<file path="src/rtl/i2c_bit_timer_pkg.sv">
// Package: shared command codes and phase encodings for the bit timer.
// Assumes: nothing beyond IEEE 1800-2017.
package i2c_bit_timer_pkg;

    // Command codes from the byte engine; the values are part of the interface.
    typedef enum logic [1:0] {
        CMD_START = 2'b00,
        CMD_STOP  = 2'b01,
        CMD_BIT   = 2'b10,
        CMD_RSVD  = 2'b11
    } cmd_e;

    // Sequencer phases.
    typedef enum logic [2:0] {
        PH_IDLE,
        PH_PARK,
        PH_HOLD,
        PH_LOW,
        PH_SETUP,
        PH_HIGH,
        PH_START,
        PH_STOPSU
    } phase_e;

    // What follows the clock pulse of the bit path.
    typedef enum logic [1:0] {
        OP_BIT,
        OP_RSTART,
        OP_STOP
    } op_e;

    // Phases in which SCL is released and counting must wait for SCL high.
    function automatic logic scl_released_count(phase_e p);
        return (p == PH_HIGH) || (p == PH_START) || (p == PH_STOPSU);
    endfunction

endpackage

</file>
<file path="src/rtl/i2c_bit_timer_cfg.sv">
// Module: turns the programmed counts into effective phase lengths in cycles.
// It applies the floors and offsets, picks the active speed pair, and gates
// the hold delay with its enable bit.
// Assumes: the configuration is held stable while a command is in progress.
module i2c_bit_timer_cfg #(
    parameter int CNT_W    = 16,
    parameter int HOLD_W   = 8,
    parameter int SU_W     = 8,
    parameter int HI_FLOOR = 6,
    parameter int HI_OFS   = 8,
    parameter int LO_FLOOR = 8,
    parameter int LO_OFS   = 1
) (
    input  logic              fast_mode,
    input  logic [CNT_W-1:0]  std_hi,
    input  logic [CNT_W-1:0]  std_lo,
    input  logic [CNT_W-1:0]  fast_hi,
    input  logic [CNT_W-1:0]  fast_lo,
    input  logic [HOLD_W:0]   hold_cfg,
    input  logic [SU_W-1:0]   setup_cfg,
    output logic [CNT_W:0]    hi_len,
    output logic [CNT_W:0]    lo_len,
    output logic [HOLD_W:0]   hold_len,
    output logic [SU_W-1:0]   su_len
);
    localparam int LEN_W = CNT_W + 1;

    logic [CNT_W-1:0] raw_hi [2];
    logic [CNT_W-1:0] raw_lo [2];
    logic [LEN_W-1:0] eff_hi [2];
    logic [LEN_W-1:0] eff_lo [2];

    assign raw_hi[0] = std_hi;
    assign raw_hi[1] = fast_hi;
    assign raw_lo[0] = std_lo;
    assign raw_lo[1] = fast_lo;

    // One clamp-and-offset stage for each speed pair.
    for (genvar m = 0; m < 2; m++) begin : g_pair
        assign eff_hi[m] = ((raw_hi[m] < CNT_W'(HI_FLOOR)) ? LEN_W'(HI_FLOOR)
                                                          : {1'b0, raw_hi[m]})
                           + LEN_W'(HI_OFS);
        assign eff_lo[m] = ((raw_lo[m] < CNT_W'(LO_FLOOR)) ? LEN_W'(LO_FLOOR)
                                                          : {1'b0, raw_lo[m]})
                           + LEN_W'(LO_OFS);
    end

    // Select the active pair.
    assign hi_len = eff_hi[fast_mode];
    assign lo_len = eff_lo[fast_mode];

    // The hold lasts value+1 cycles when enabled and does not occur otherwise.
    assign hold_len = hold_cfg[HOLD_W] ? ({1'b0, hold_cfg[HOLD_W-1:0]} + (HOLD_W+1)'(1))
                                       : '0;

    // The setup lasts max(value,1)-1 cycles.
    assign su_len = (setup_cfg <= SU_W'(1)) ? '0 : setup_cfg - SU_W'(1);

endmodule

</file>
<file path="src/rtl/i2c_bit_timer_cnt.sv">
// Module: phase down-counter. It loads a length minus one on phase entry and
// steps down when allowed, and the sequencer ends the phase at zero.
// Assumes: a load and a step never need to take effect in the same cycle.
module i2c_bit_timer_cnt #(
    parameter int W = 17
) (
    input  logic         clk,
    input  logic         rst_n,
    input  logic         load,
    input  logic [W-1:0] load_val,
    input  logic         step_en,
    output logic [W-1:0] cnt_q,
    output logic         cnt_zero
);
    // Count register: a load takes priority over a step, and the count halts at zero.
    always_ff @(posedge clk) begin
        if (!rst_n)                       cnt_q <= '0;
        else if (load)                    cnt_q <= load_val;
        else if (step_en && cnt_q != '0)  cnt_q <= cnt_q - W'(1);
    end

    assign cnt_zero = (cnt_q == '0);

endmodule

</file>
<file path="src/rtl/i2c_bit_timer_seq.sv">
// Module: phase sequencer. It accepts commands, runs the bit path
// (hold, low, setup, high) and the START/STOP tails, and drives the line
// enables, the done strobe and the sampled bit.
// Assumes: scl_in and sda_in are already synchronised to clk, and all
// lengths come in zero-extended to CW bits.
module i2c_bit_timer_seq
    import i2c_bit_timer_pkg::*;
#(
    parameter int CW = 17
) (
    input  logic          clk,
    input  logic          rst_n,
    input  logic [CW-1:0] hi_len,
    input  logic [CW-1:0] lo_len,
    input  logic [CW-1:0] hold_len,
    input  logic [CW-1:0] su_len,
    input  logic          cmd_valid,
    input  logic [1:0]    cmd_code,
    input  logic          cmd_bit,
    input  logic          scl_in,
    input  logic          sda_in,
    output logic          scl_oe,
    output logic          sda_oe,
    output logic          ready,
    output logic          step_done,
    output logic          rx_bit
);
    phase_e        st, st_n;
    op_e           op, op_n;
    logic          tgt, tgt_n;
    logic          sda_drv, sda_n;
    logic          done_q, done_n;
    logic          rx_q, rx_n;
    logic          load;
    logic [CW-1:0] load_val;
    logic [CW-1:0] cnt_q;
    logic          cnt_zero;
    logic          step_en;
    logic          finish;
    logic          t;

    // A phase with SCL released counts only while the line is seen high.
    assign step_en = !scl_released_count(st) || scl_in;
    assign finish  = cnt_zero && step_en;

    i2c_bit_timer_cnt #(.W(CW)) u_cnt (
        .clk      (clk),
        .rst_n    (rst_n),
        .load     (load),
        .load_val (load_val),
        .step_en  (step_en),
        .cnt_q    (cnt_q),
        .cnt_zero (cnt_zero)
    );

    // Next-phase, line and strobe decisions.
    always_comb begin
        st_n     = st;
        op_n     = op;
        tgt_n    = tgt;
        sda_n    = sda_drv;
        done_n   = 1'b0;
        rx_n     = rx_q;
        load     = 1'b0;
        load_val = '0;
        t        = 1'b0;
        unique case (st)
            PH_IDLE: begin
                if (cmd_valid && cmd_code == CMD_START) begin
                    st_n     = PH_START;
                    sda_n    = 1'b1;
                    load     = 1'b1;
                    load_val = hi_len - CW'(1);
                end
            end
            PH_PARK: begin
                if (cmd_valid && cmd_code != CMD_RSVD) begin
                    unique case (cmd_code)
                        CMD_START: begin op_n = OP_RSTART; t = 1'b0;     end
                        CMD_STOP:  begin op_n = OP_STOP;   t = 1'b1;     end
                        default:   begin op_n = OP_BIT;    t = !cmd_bit; end
                    endcase
                    tgt_n = t;
                    load  = 1'b1;
                    if (hold_len != '0) begin
                        st_n     = PH_HOLD;
                        load_val = hold_len - CW'(1);
                    end else begin
                        st_n     = PH_LOW;
                        sda_n    = t;
                        load_val = lo_len - CW'(1);
                    end
                end
            end
            PH_HOLD: begin
                if (finish) begin
                    st_n     = PH_LOW;
                    sda_n    = tgt;
                    load     = 1'b1;
                    load_val = lo_len - CW'(1);
                end
            end
            PH_LOW: begin
                if (finish) begin
                    load = 1'b1;
                    if (su_len != '0) begin
                        st_n     = PH_SETUP;
                        load_val = su_len - CW'(1);
                    end else begin
                        st_n     = PH_HIGH;
                        load_val = hi_len - CW'(1);
                    end
                end
            end
            PH_SETUP: begin
                if (finish) begin
                    st_n     = PH_HIGH;
                    load     = 1'b1;
                    load_val = hi_len - CW'(1);
                end
            end
            PH_HIGH: begin
                if (finish) begin
                    rx_n = sda_in;
                    unique case (op)
                        OP_RSTART: begin
                            st_n     = PH_START;
                            sda_n    = 1'b1;
                            load     = 1'b1;
                            load_val = hi_len - CW'(1);
                        end
                        OP_STOP: begin
                            if (su_len != '0) begin
                                st_n     = PH_STOPSU;
                                load     = 1'b1;
                                load_val = su_len - CW'(1);
                            end else begin
                                st_n   = PH_IDLE;
                                sda_n  = 1'b0;
                                done_n = 1'b1;
                            end
                        end
                        default: begin
                            st_n   = PH_PARK;
                            done_n = 1'b1;
                        end
                    endcase
                end
            end
            PH_START: begin
                if (finish) begin
                    st_n   = PH_PARK;
                    done_n = 1'b1;
                end
            end
            PH_STOPSU: begin
                if (finish) begin
                    st_n   = PH_IDLE;
                    sda_n  = 1'b0;
                    done_n = 1'b1;
                end
            end
            default: st_n = PH_IDLE;
        endcase
    end

    // Sequencer state registers.
    always_ff @(posedge clk) begin
        if (!rst_n) begin
            st      <= PH_IDLE;
            op      <= OP_BIT;
            tgt     <= 1'b0;
            sda_drv <= 1'b0;
            done_q  <= 1'b0;
            rx_q    <= 1'b0;
        end else begin
            st      <= st_n;
            op      <= op_n;
            tgt     <= tgt_n;
            sda_drv <= sda_n;
            done_q  <= done_n;
            rx_q    <= rx_n;
        end
    end

    assign scl_oe    = !((st == PH_IDLE) || scl_released_count(st));
    assign sda_oe    = sda_drv;
    assign ready     = (st == PH_IDLE) || (st == PH_PARK);
    assign step_done = done_q;
    assign rx_bit    = rx_q;

    // The done strobe never lasts two cycles.
    assert_done_single_R10: assert property (@(posedge clk) disable iff (!rst_n)
        step_done |=> !step_done);

    // Idle with both lines released: SDA is not pulled low.
    assert_idle_sda_free_R9: assert property (@(posedge clk) disable iff (!rst_n)
        (ready && !scl_oe) |-> !sda_oe);

    // SDA does not move in the cycle SCL is pulled low.
    assert_no_sda_on_fall_R5: assert property (@(posedge clk) disable iff (!rst_n)
        $rose(scl_oe) |-> $stable(sda_oe));

    // A stretched SCL freezes the high count.
    assert_stretch_pause_R7: assert property (@(posedge clk) disable iff (!rst_n)
        (st == PH_HIGH && !scl_in) |=> $stable(cnt_q));

    // Data stays put across the high phase of a bit.
    assert_data_stable_high_R6: assert property (@(posedge clk) disable iff (!rst_n)
        (st == PH_HIGH && $past(st) == PH_HIGH) |-> $stable(sda_oe));

endmodule

</file>
<file path="src/rtl/i2c_bit_timer.sv">
// Module: top of the I2C bit timer. It joins the timing configuration and
// the phase sequencer, and sizes the shared counter to fit the longest phase.
// Assumes: synchronised bus inputs, a stable configuration during a command,
// and CNT_W >= HOLD_W.
module i2c_bit_timer #(
    parameter int CNT_W  = 16,
    parameter int HOLD_W = 8,
    parameter int SU_W   = 8
) (
    input  logic              clk,
    input  logic              rst_n,
    input  logic              fast_mode,
    input  logic [CNT_W-1:0]  std_hi,
    input  logic [CNT_W-1:0]  std_lo,
    input  logic [CNT_W-1:0]  fast_hi,
    input  logic [CNT_W-1:0]  fast_lo,
    input  logic [HOLD_W:0]   hold_cfg,
    input  logic [SU_W-1:0]   setup_cfg,
    input  logic              cmd_valid,
    input  logic [1:0]        cmd_code,
    input  logic              cmd_bit,
    input  logic              scl_in,
    input  logic              sda_in,
    output logic              scl_oe,
    output logic              sda_oe,
    output logic              ready,
    output logic              step_done,
    output logic              rx_bit
);
    localparam int LEN_W = CNT_W + 1;
    localparam int MAX_A = (LEN_W > HOLD_W + 1) ? LEN_W : HOLD_W + 1;
    localparam int CW    = (MAX_A > SU_W) ? MAX_A : SU_W;

    logic [CNT_W:0]  hi_len;
    logic [CNT_W:0]  lo_len;
    logic [HOLD_W:0] hold_len;
    logic [SU_W-1:0] su_len;

    i2c_bit_timer_cfg #(
        .CNT_W  (CNT_W),
        .HOLD_W (HOLD_W),
        .SU_W   (SU_W)
    ) u_cfg (
        .fast_mode (fast_mode),
        .std_hi    (std_hi),
        .std_lo    (std_lo),
        .fast_hi   (fast_hi),
        .fast_lo   (fast_lo),
        .hold_cfg  (hold_cfg),
        .setup_cfg (setup_cfg),
        .hi_len    (hi_len),
        .lo_len    (lo_len),
        .hold_len  (hold_len),
        .su_len    (su_len)
    );

    i2c_bit_timer_seq #(.CW(CW)) u_seq (
        .clk       (clk),
        .rst_n     (rst_n),
        .hi_len    (CW'(hi_len)),
        .lo_len    (CW'(lo_len)),
        .hold_len  (CW'(hold_len)),
        .su_len    (CW'(su_len)),
        .cmd_valid (cmd_valid),
        .cmd_code  (cmd_code),
        .cmd_bit   (cmd_bit),
        .scl_in    (scl_in),
        .sda_in    (sda_in),
        .scl_oe    (scl_oe),
        .sda_oe    (sda_oe),
        .ready     (ready),
        .step_done (step_done),
        .rx_bit    (rx_bit)
    );

endmodule

</file>
<file path="config.mk">
export PLATFORM = sky130hd
export DESIGN_NAME = i2c_bit_timer
export DESIGN_NICKNAME = d
export VERILOG_FILES = /design/src/rtl/i2c_bit_timer_pkg.sv /design/src/rtl/i2c_bit_timer_cfg.sv /design/src/rtl/i2c_bit_timer_cnt.sv /design/src/rtl/i2c_bit_timer_seq.sv /design/src/rtl/i2c_bit_timer.sv
export SDC_FILE = /design/constraint.sdc
export NUM_CORES = 1
export LEC_CHECK = 0
export BUFFER_PORTS_ARGS = -buffer_cell sky130_fd_sc_hd__buf_2
export CAP_MARGIN = 20
export CORE_ASPECT_RATIO = 0.5
export CORE_MARGIN = 5
export CORE_UTILIZATION = 45
export CTS_CLUSTER_SIZE = 20
export DETAILED_ROUTE_END_ITERATION = 8
export GPL_TIMING_DRIVEN = 0
export PLACE_DENSITY = 0.68
export SYNTH_ARGS = -nofsm -noshare
export SYNTH_HDL_FRONTEND = slang
export SYNTH_SLANG_ARGS = --single-unit
</file>
<file path="constraint.sdc">
create_clock -name clk -period 11.53 [get_ports clk]
set_input_delay 1.153 -clock clk [delete_from_list [all_inputs] [get_ports clk]]
set_output_delay 1.153 -clock clk [all_outputs]
set_load 0.02 [all_outputs]
</file>
==> Word level (Yosys, flattened, before mapping) <==
Index checks and enable logic that the tools add are counted.
{ "op_classes": {"multipliers": 0, "n_eq_ne": 22, "add_sub_neg": 11, "reduce_logical": 26, "mux": 60, "shift": 0, "order_cmp": 6, "n_div": 0, "n_bitwise": 1} }
{ "ops": {"columns": ["operator", "count"], "rows": [
  ["$mux W17", 17],
  ["$pmux W17 S6", 1],
  ["$mux W16", 4],
  ["$reduce_bool A17 Y1", 3],
  ["$sub A17 B1 Y17 const B", 3],
  ["$add A17 B1 Y17 const B", 2],
  ["$add A17 B4 Y17 const B", 2],
  ["$pmux W17 S2", 1],
  ["$lt A16 B3 Y1 const B", 2],
  ["$lt A16 B4 Y1 const B", 2],
  ["$mux W3", 9],
  ["$pmux W3 S8", 1],
  ["$logic_not A17 Y1", 1],
  ["$mux W1", 16],
  ["$ne A2 B1 Y1 const B", 8],
  ["$eq A3 B3 Y1 const B", 4],
  ["$pmux W1 S2", 5],
  ["$sub A9 B1 Y10 const B", 1],
  ["$add A8 B1 Y9 const B", 1],
  ["$mux W9", 1],
  ["$reduce_and A9 Y1", 1],
  ["$sub A8 B1 Y9 const B", 1],
  ["$le A8 B1 Y1 const B", 1],
  ["$mux W8", 1],
  ["other kinds (24)", 38]
]} }
{ "word_totals": {"mem_bits_ro": 0, "out_inout_bits": 5, "register_bits": 26, "ram_bits": 0, "word_cells": 133, "latch_bits": 0, "n_memories": 0, "inputBits": 90} }

==> Depth between registers and ports, before layout <==
{ "depth": {"word_depth": 11, "ltp_mapped": 15, "ltp_nobuf": 15} }

==> Modules after synthesis <==
A second synthesis with hierarchy kept.
{ "unflattened": {"cells_unflattened": 717, "area_unflattened_um2": 5149.9} }
{ "modules_own_cells": {"columns": ["mod", "cells_each", "seq_area_each_um2", "instances", "area_per_inst_um2"], "rows": [
  ["i2c_bit_timer_seq", 341, 180.2, 1, 2403.6],
  ["i2c_bit_timer_cfg", 246, 0.0, 1, 1691.6],
  ["i2c_bit_timer_cnt", 129, 340.3, 1, 1051.0],
  ["i2c_bit_timer", 1, 0.0, 1, 3.8]
]} }

==> Worst setup path before layout <==
No wires, ideal clock.
{ "synth_timing": {"path_type": "in2reg", "startpoint": "input port std_lo[8]", "endpoint": "register u_seq.u_cnt.cnt_q[8]", "arrival_ns": 4.375, "cell_stages": 14, "path_slack_ns": 7.022, "t_required_ns": 11.397, "cell_sequence": "nor4_1 > a41oi_1 > clkbuf_1 > a22oi_1 > inv_1 > ha_1 > and2_1 > a32o_1 > o21ai_0 > nor4_2 > or4_1 > and3b_1 > o21ai_1 > a31oi_1"} }
{ "synth_between": {"elab_chain_cells": 11, "word_cells_on_any_way": 12} }
{ "synth_lines": {"columns": ["item", "line", "text"], "rows": [
  ["start: declaration", "i2c_bit_timer.sv:14", "input logic [CNT_W-1:0] std_lo,"],
  ["$lt A16 B4 Y1", "i2c_bit_timer_cfg.sv:43", "assign eff_lo[m] = ((raw_lo[m] < CNT_W'(LO_FLOOR)) ? LEN_W'(LO_FLOOR)"],
  ["$mux W16 *", "i2c_bit_timer_cfg.sv:43", null],
  ["$add A17 B1 Y17 *", "i2c_bit_timer_cfg.sv:45", "+ LEN_W'(LO_OFS);"],
  ["$mux W17 (not written as such) * (3 in a row)", "i2c_bit_timer_cfg.sv:50", "assign lo_len = eff_lo[fast_mode];"],
  ["$sub A17 B1 Y17 *", "i2c_bit_timer_seq.sv:91, i2c_bit_timer_seq.sv:100", null],
  ["$mux W17", "i2c_bit_timer_seq.sv:85", "if (hold_len != '0) begin"],
  ["$mux W17", "i2c_bit_timer_seq.sv:77", "if (cmd_valid && cmd_code != CMD_RSVD) begin"],
  ["$pmux W17 S6 *", "i2c_bit_timer_seq.sv:67", "unique case (st)"],
  ["$mux W17 *", "i2c_bit_timer_cnt.sv:18", "else if (load) cnt_q <= load_val;"],
  ["end signal: assignment", "i2c_bit_timer_cnt.sv:18", null],
  ["end signal: assignment", "i2c_bit_timer_cnt.sv:19", "else if (step_en && cnt_q != '0) cnt_q <= cnt_q - W'(1);"],
  ["end: declaration", "i2c_bit_timer_cnt.sv:12", "output logic [W-1:0] cnt_q,"]
]} }
Mark *: on every way between the ends. The rest lies on a longest branch, timed or not. The select of a mux whose other input is x is not followed.
A chain may end at the register's enable or synchronous reset.

==> Final worst setup path <==
{ "layout_timing": {"startpoint": "input port fast_lo[13]", "endpoint": "register u_seq.u_cnt.cnt_q[15]"} }
{ "layout_between": {"elab_chain_cells": 11, "word_cells_on_any_way": 12} }
{ "layout_lines": {"columns": ["item", "line", "text"], "rows": [
  ["start: declaration", "i2c_bit_timer.sv:16", "input logic [CNT_W-1:0] fast_lo,"],
  ["$lt A16 B4 Y1", "i2c_bit_timer_cfg.sv:43", null],
  ["$mux W16 *", "i2c_bit_timer_cfg.sv:43", null],
  ["$add A17 B1 Y17 *", "i2c_bit_timer_cfg.sv:45", null],
  ["$mux W17 (not written as such) * (3 in a row)", "i2c_bit_timer_cfg.sv:50", null],
  ["$sub A17 B1 Y17 *", "i2c_bit_timer_seq.sv:91, i2c_bit_timer_seq.sv:100", null],
  ["$mux W17", "i2c_bit_timer_seq.sv:85", null],
  ["$mux W17", "i2c_bit_timer_seq.sv:77", null],
  ["$pmux W17 S6 *", "i2c_bit_timer_seq.sv:67", null],
  ["$mux W17 *", "i2c_bit_timer_cnt.sv:18", null]
]} }
Marks and branches as above.

==> reports/summary.txt <==
crit path time final: 5.30 ns
setup_tns: 0 ns
GR Util All Layers: 22.9%
commonest non-fill, non-tap cell in the layout: buf_2
Final Hold Vio Count: 0
RSZ-0062 raised after global routing: false
mapped cell area: 4570 um2
synthesis warning total: 0
Setup WS pre-CTS: 5.96 ns
CTS buffer count: 3
Worst Skew: 0.00326 ns
# DRC: 0
maximum fanout along the worst path: 10
Cells after Synth: 652
nature of the critical path endpoint: register
FILL cells: 988
final period utilization: 45.9%
final cell count without fillers: 888
Hold Path Class: reg2reg
initial antenna violation count: 0
Post-Syn Nets: 754
vias in the first global route: 4901
cells on worst reg2reg path: 10
H-tree Lvls: 1
NumNets Final: 851
worst-margin pin slew: 1.09 ns
Worst Hold Path Cells: 2
share of cells above drive strength 1: 17.8%
Final ANT Viol Nets: 0
Via Count: 5404
post_cts resized: 0
Placed Cells: 884
CTS tree: yes
area of the core: 10100 um2
setup repair bufs after CTS: 0
final setup margin: 6.23 ns
kind of start point of the critical path: primary input
total wire length: 14.6 mm
Starting Density: 45.4%
wire per inst: 16.5 um
Clock Latency Late Sink: 0.26 ns
CTS Buffer Depth: 2
#FFs+latches synth: 26
Sink Count: 26
Vias per Instance: 6.09
arrival time worst endpoint: 5.44 ns
# IOs: 95
crit path kind: in2reg
pwr/cell area: 126 nW/um2
Peak VDD IR: 69.9 uV
Clock Tree Root: clkbuf_16
final setup vio count: 0
Post-synth EDFFs: 0
fmax: 189 MHz
Detailed Routing Iterations Pass 1: 5
Synth cell types: 73
syn avg cell area: 7.01 um2
WP data required: 11.67 ns
Total Power: 667 uW
Post-CTS Hold Fix Bufs: 0
Slew Viols, Final: 0
height of the die: 81.2 um
register area share after synthesis: 11.4%
Port Buffer Count: 92
number of core rows: 26
die area: 12400 um2
Fin Hold WS: 0.458 ns
placed wire-length estimate: 11.9 mm
die width: 152 um
Area growth, synth to finish: 15.9%
Worst-path clk slew: 0.07 ns
total congestion overflow: 0
Main synth FF type: dfxtp_1
ANT cells: 0
P_leak: 0.00209 uW
Max-cap violations: 0
Worst slew margin: 26.6%
global-route wire length before repair: 24.1 mm
Iter 0 DRT Violations: 481
largest net degree at the start of global routing: 15
RePlAce Congestion: 0.926
Post-synth ARST share: 0%
most frequent cells in the layout: buf_2, nor2_1, nand2_1, a21oi_1, xnor2_1
status: complete, no violations
==> routing by layer <==
metal | up-vias | track usage, % | wire [um]
li1 | 2675 | - | -
met1 | 2481 | 33.5 | 7360
met2 | 230 | 35.2 | 5800
met3 | 18 | 4.74 | 1330
met4 | 0 | 4.00 | 145
met5 | - | 0 | 0
==> cells by family (layout without fill, tap and decap cells) <==
logic type,count (synthesis),in the layout,synth area share [%]
simple gates,271,271,31.4
compound gates,198,198,29.8
xor+xnor,63,63,12.4
buf+inv,52,148,4.93
mux,30,30,6.85
flops,26,26,11.4
fa+ha+maj,12,12,3.29
==> final timing paths <==
| kind | startpoint | endpoint | slack (ns) |
|---|---|---|---|
| worst max-delay path | fast_lo[13] | u_seq.u_cnt.cnt_q[15]$_SDFFE_PN0P_ | 6.23 |
| worst min-delay path | u_seq.tgt$_SDFFE_PN0P_ | u_seq.tgt$_SDFFE_PN0P_ | 0.46 |
| worst max register to register | u_seq.u_cnt.cnt_q[6]$_SDFFE_PN0P_ | u_seq.u_cnt.cnt_q[10]$_SDFFE_PN0P_ | 7.82 |
| worst min register to register | u_seq.tgt$_SDFFE_PN0P_ | u_seq.tgt$_SDFFE_PN0P_ | 0.46 |
==> area by class of cell <==
class	count	area [um2]	share of cell area, %
multi-input cells	574	3820	72.2
flip-flops and latches	26	520	9.83
repair buffers	92	460	8.70
well taps	140	175	3.31
plain buffers	26	128	2.41
inverters	26	97.6	1.84
clock buffers	4	88.8	1.68
==> Yosys cell counts, types with 5 or more instances <==
master	instances	area, um2
o22ai_1	6	37.5
nand2b_1	6	37.5
o211ai_1	9	67.6
a31oi_1	10	62.6
a22oi_1	6	45.0
mux2_2	10	113
xor2_1	21	184
inv_1	26	97.6
o31a_1	5	43.8
nand3_1	24	120
a221oi_1	5	43.8
dfxtp_1	26	521
nor2_1	62	233
ha_1	12	150
mux2i_1	20	200
a211oi_1	9	67.6
nor4_1	20	125
and3_1	6	37.5
a41oi_1	5	43.8
o21ai_0	34	170
and2_1	6	37.5
nand2_1	56	210
or4_1	10	75.1
nand4_1	5	31.3
clkbuf_1	16	60.1
a21boi_0	5	37.5
o31ai_1	9	67.6
nor3_1	27	135
or3_1	13	81.3
xnor2_1	41	359
a21oi_1	42	210
buf_2	6	30.0
a21o_1	10	75.1
==> worst max-delay path, cell delays in order <==
cell and delay (ns):
buf_2 0.11, nor4_1 0.32, a41oi_1 0.27, clkbuf_1 0.27, a22oi_1 0.53, inv_1 0.30, ha_1 0.30, and2_1 0.16
a32o_1 0.30, xnor2_1 0.16, o31ai_1 0.54, o2111ai_1 0.33, nor4_1 0.35, xnor2_1 0.21, a21oi_1 0.11
==> where the power goes <==
group / switching [uW] / internal, uW / leakage [uW]
clock: 32.5 / 53.2 / 0.0000442
combinational: 254 / 178 / 0.00183
sequential: 28.6 / 121 / 0.000213
total: 315 / 352 / 0.00209
==> registers in the layout (all words and copies together), names as in the netlist <==
name and cells:
u_seq.st 3, u_seq.u_cnt.cnt_q 17, u_seq.step_done 1, u_seq.tgt 1
u_seq.sda_oe 1, u_seq.rx_bit 1, u_seq.op 2
==> through the flow <==
stage | cell area [um2] | utilization, %
finish | 5290 | 52.7
global route | 5290 | 52.7
CTS | 5290 | 52.7
detailed placement | 5200 | 51.8
global placement | 5200 | 51.8
floorplan | 4570 | -
Power figures use the tool's default switching activity.
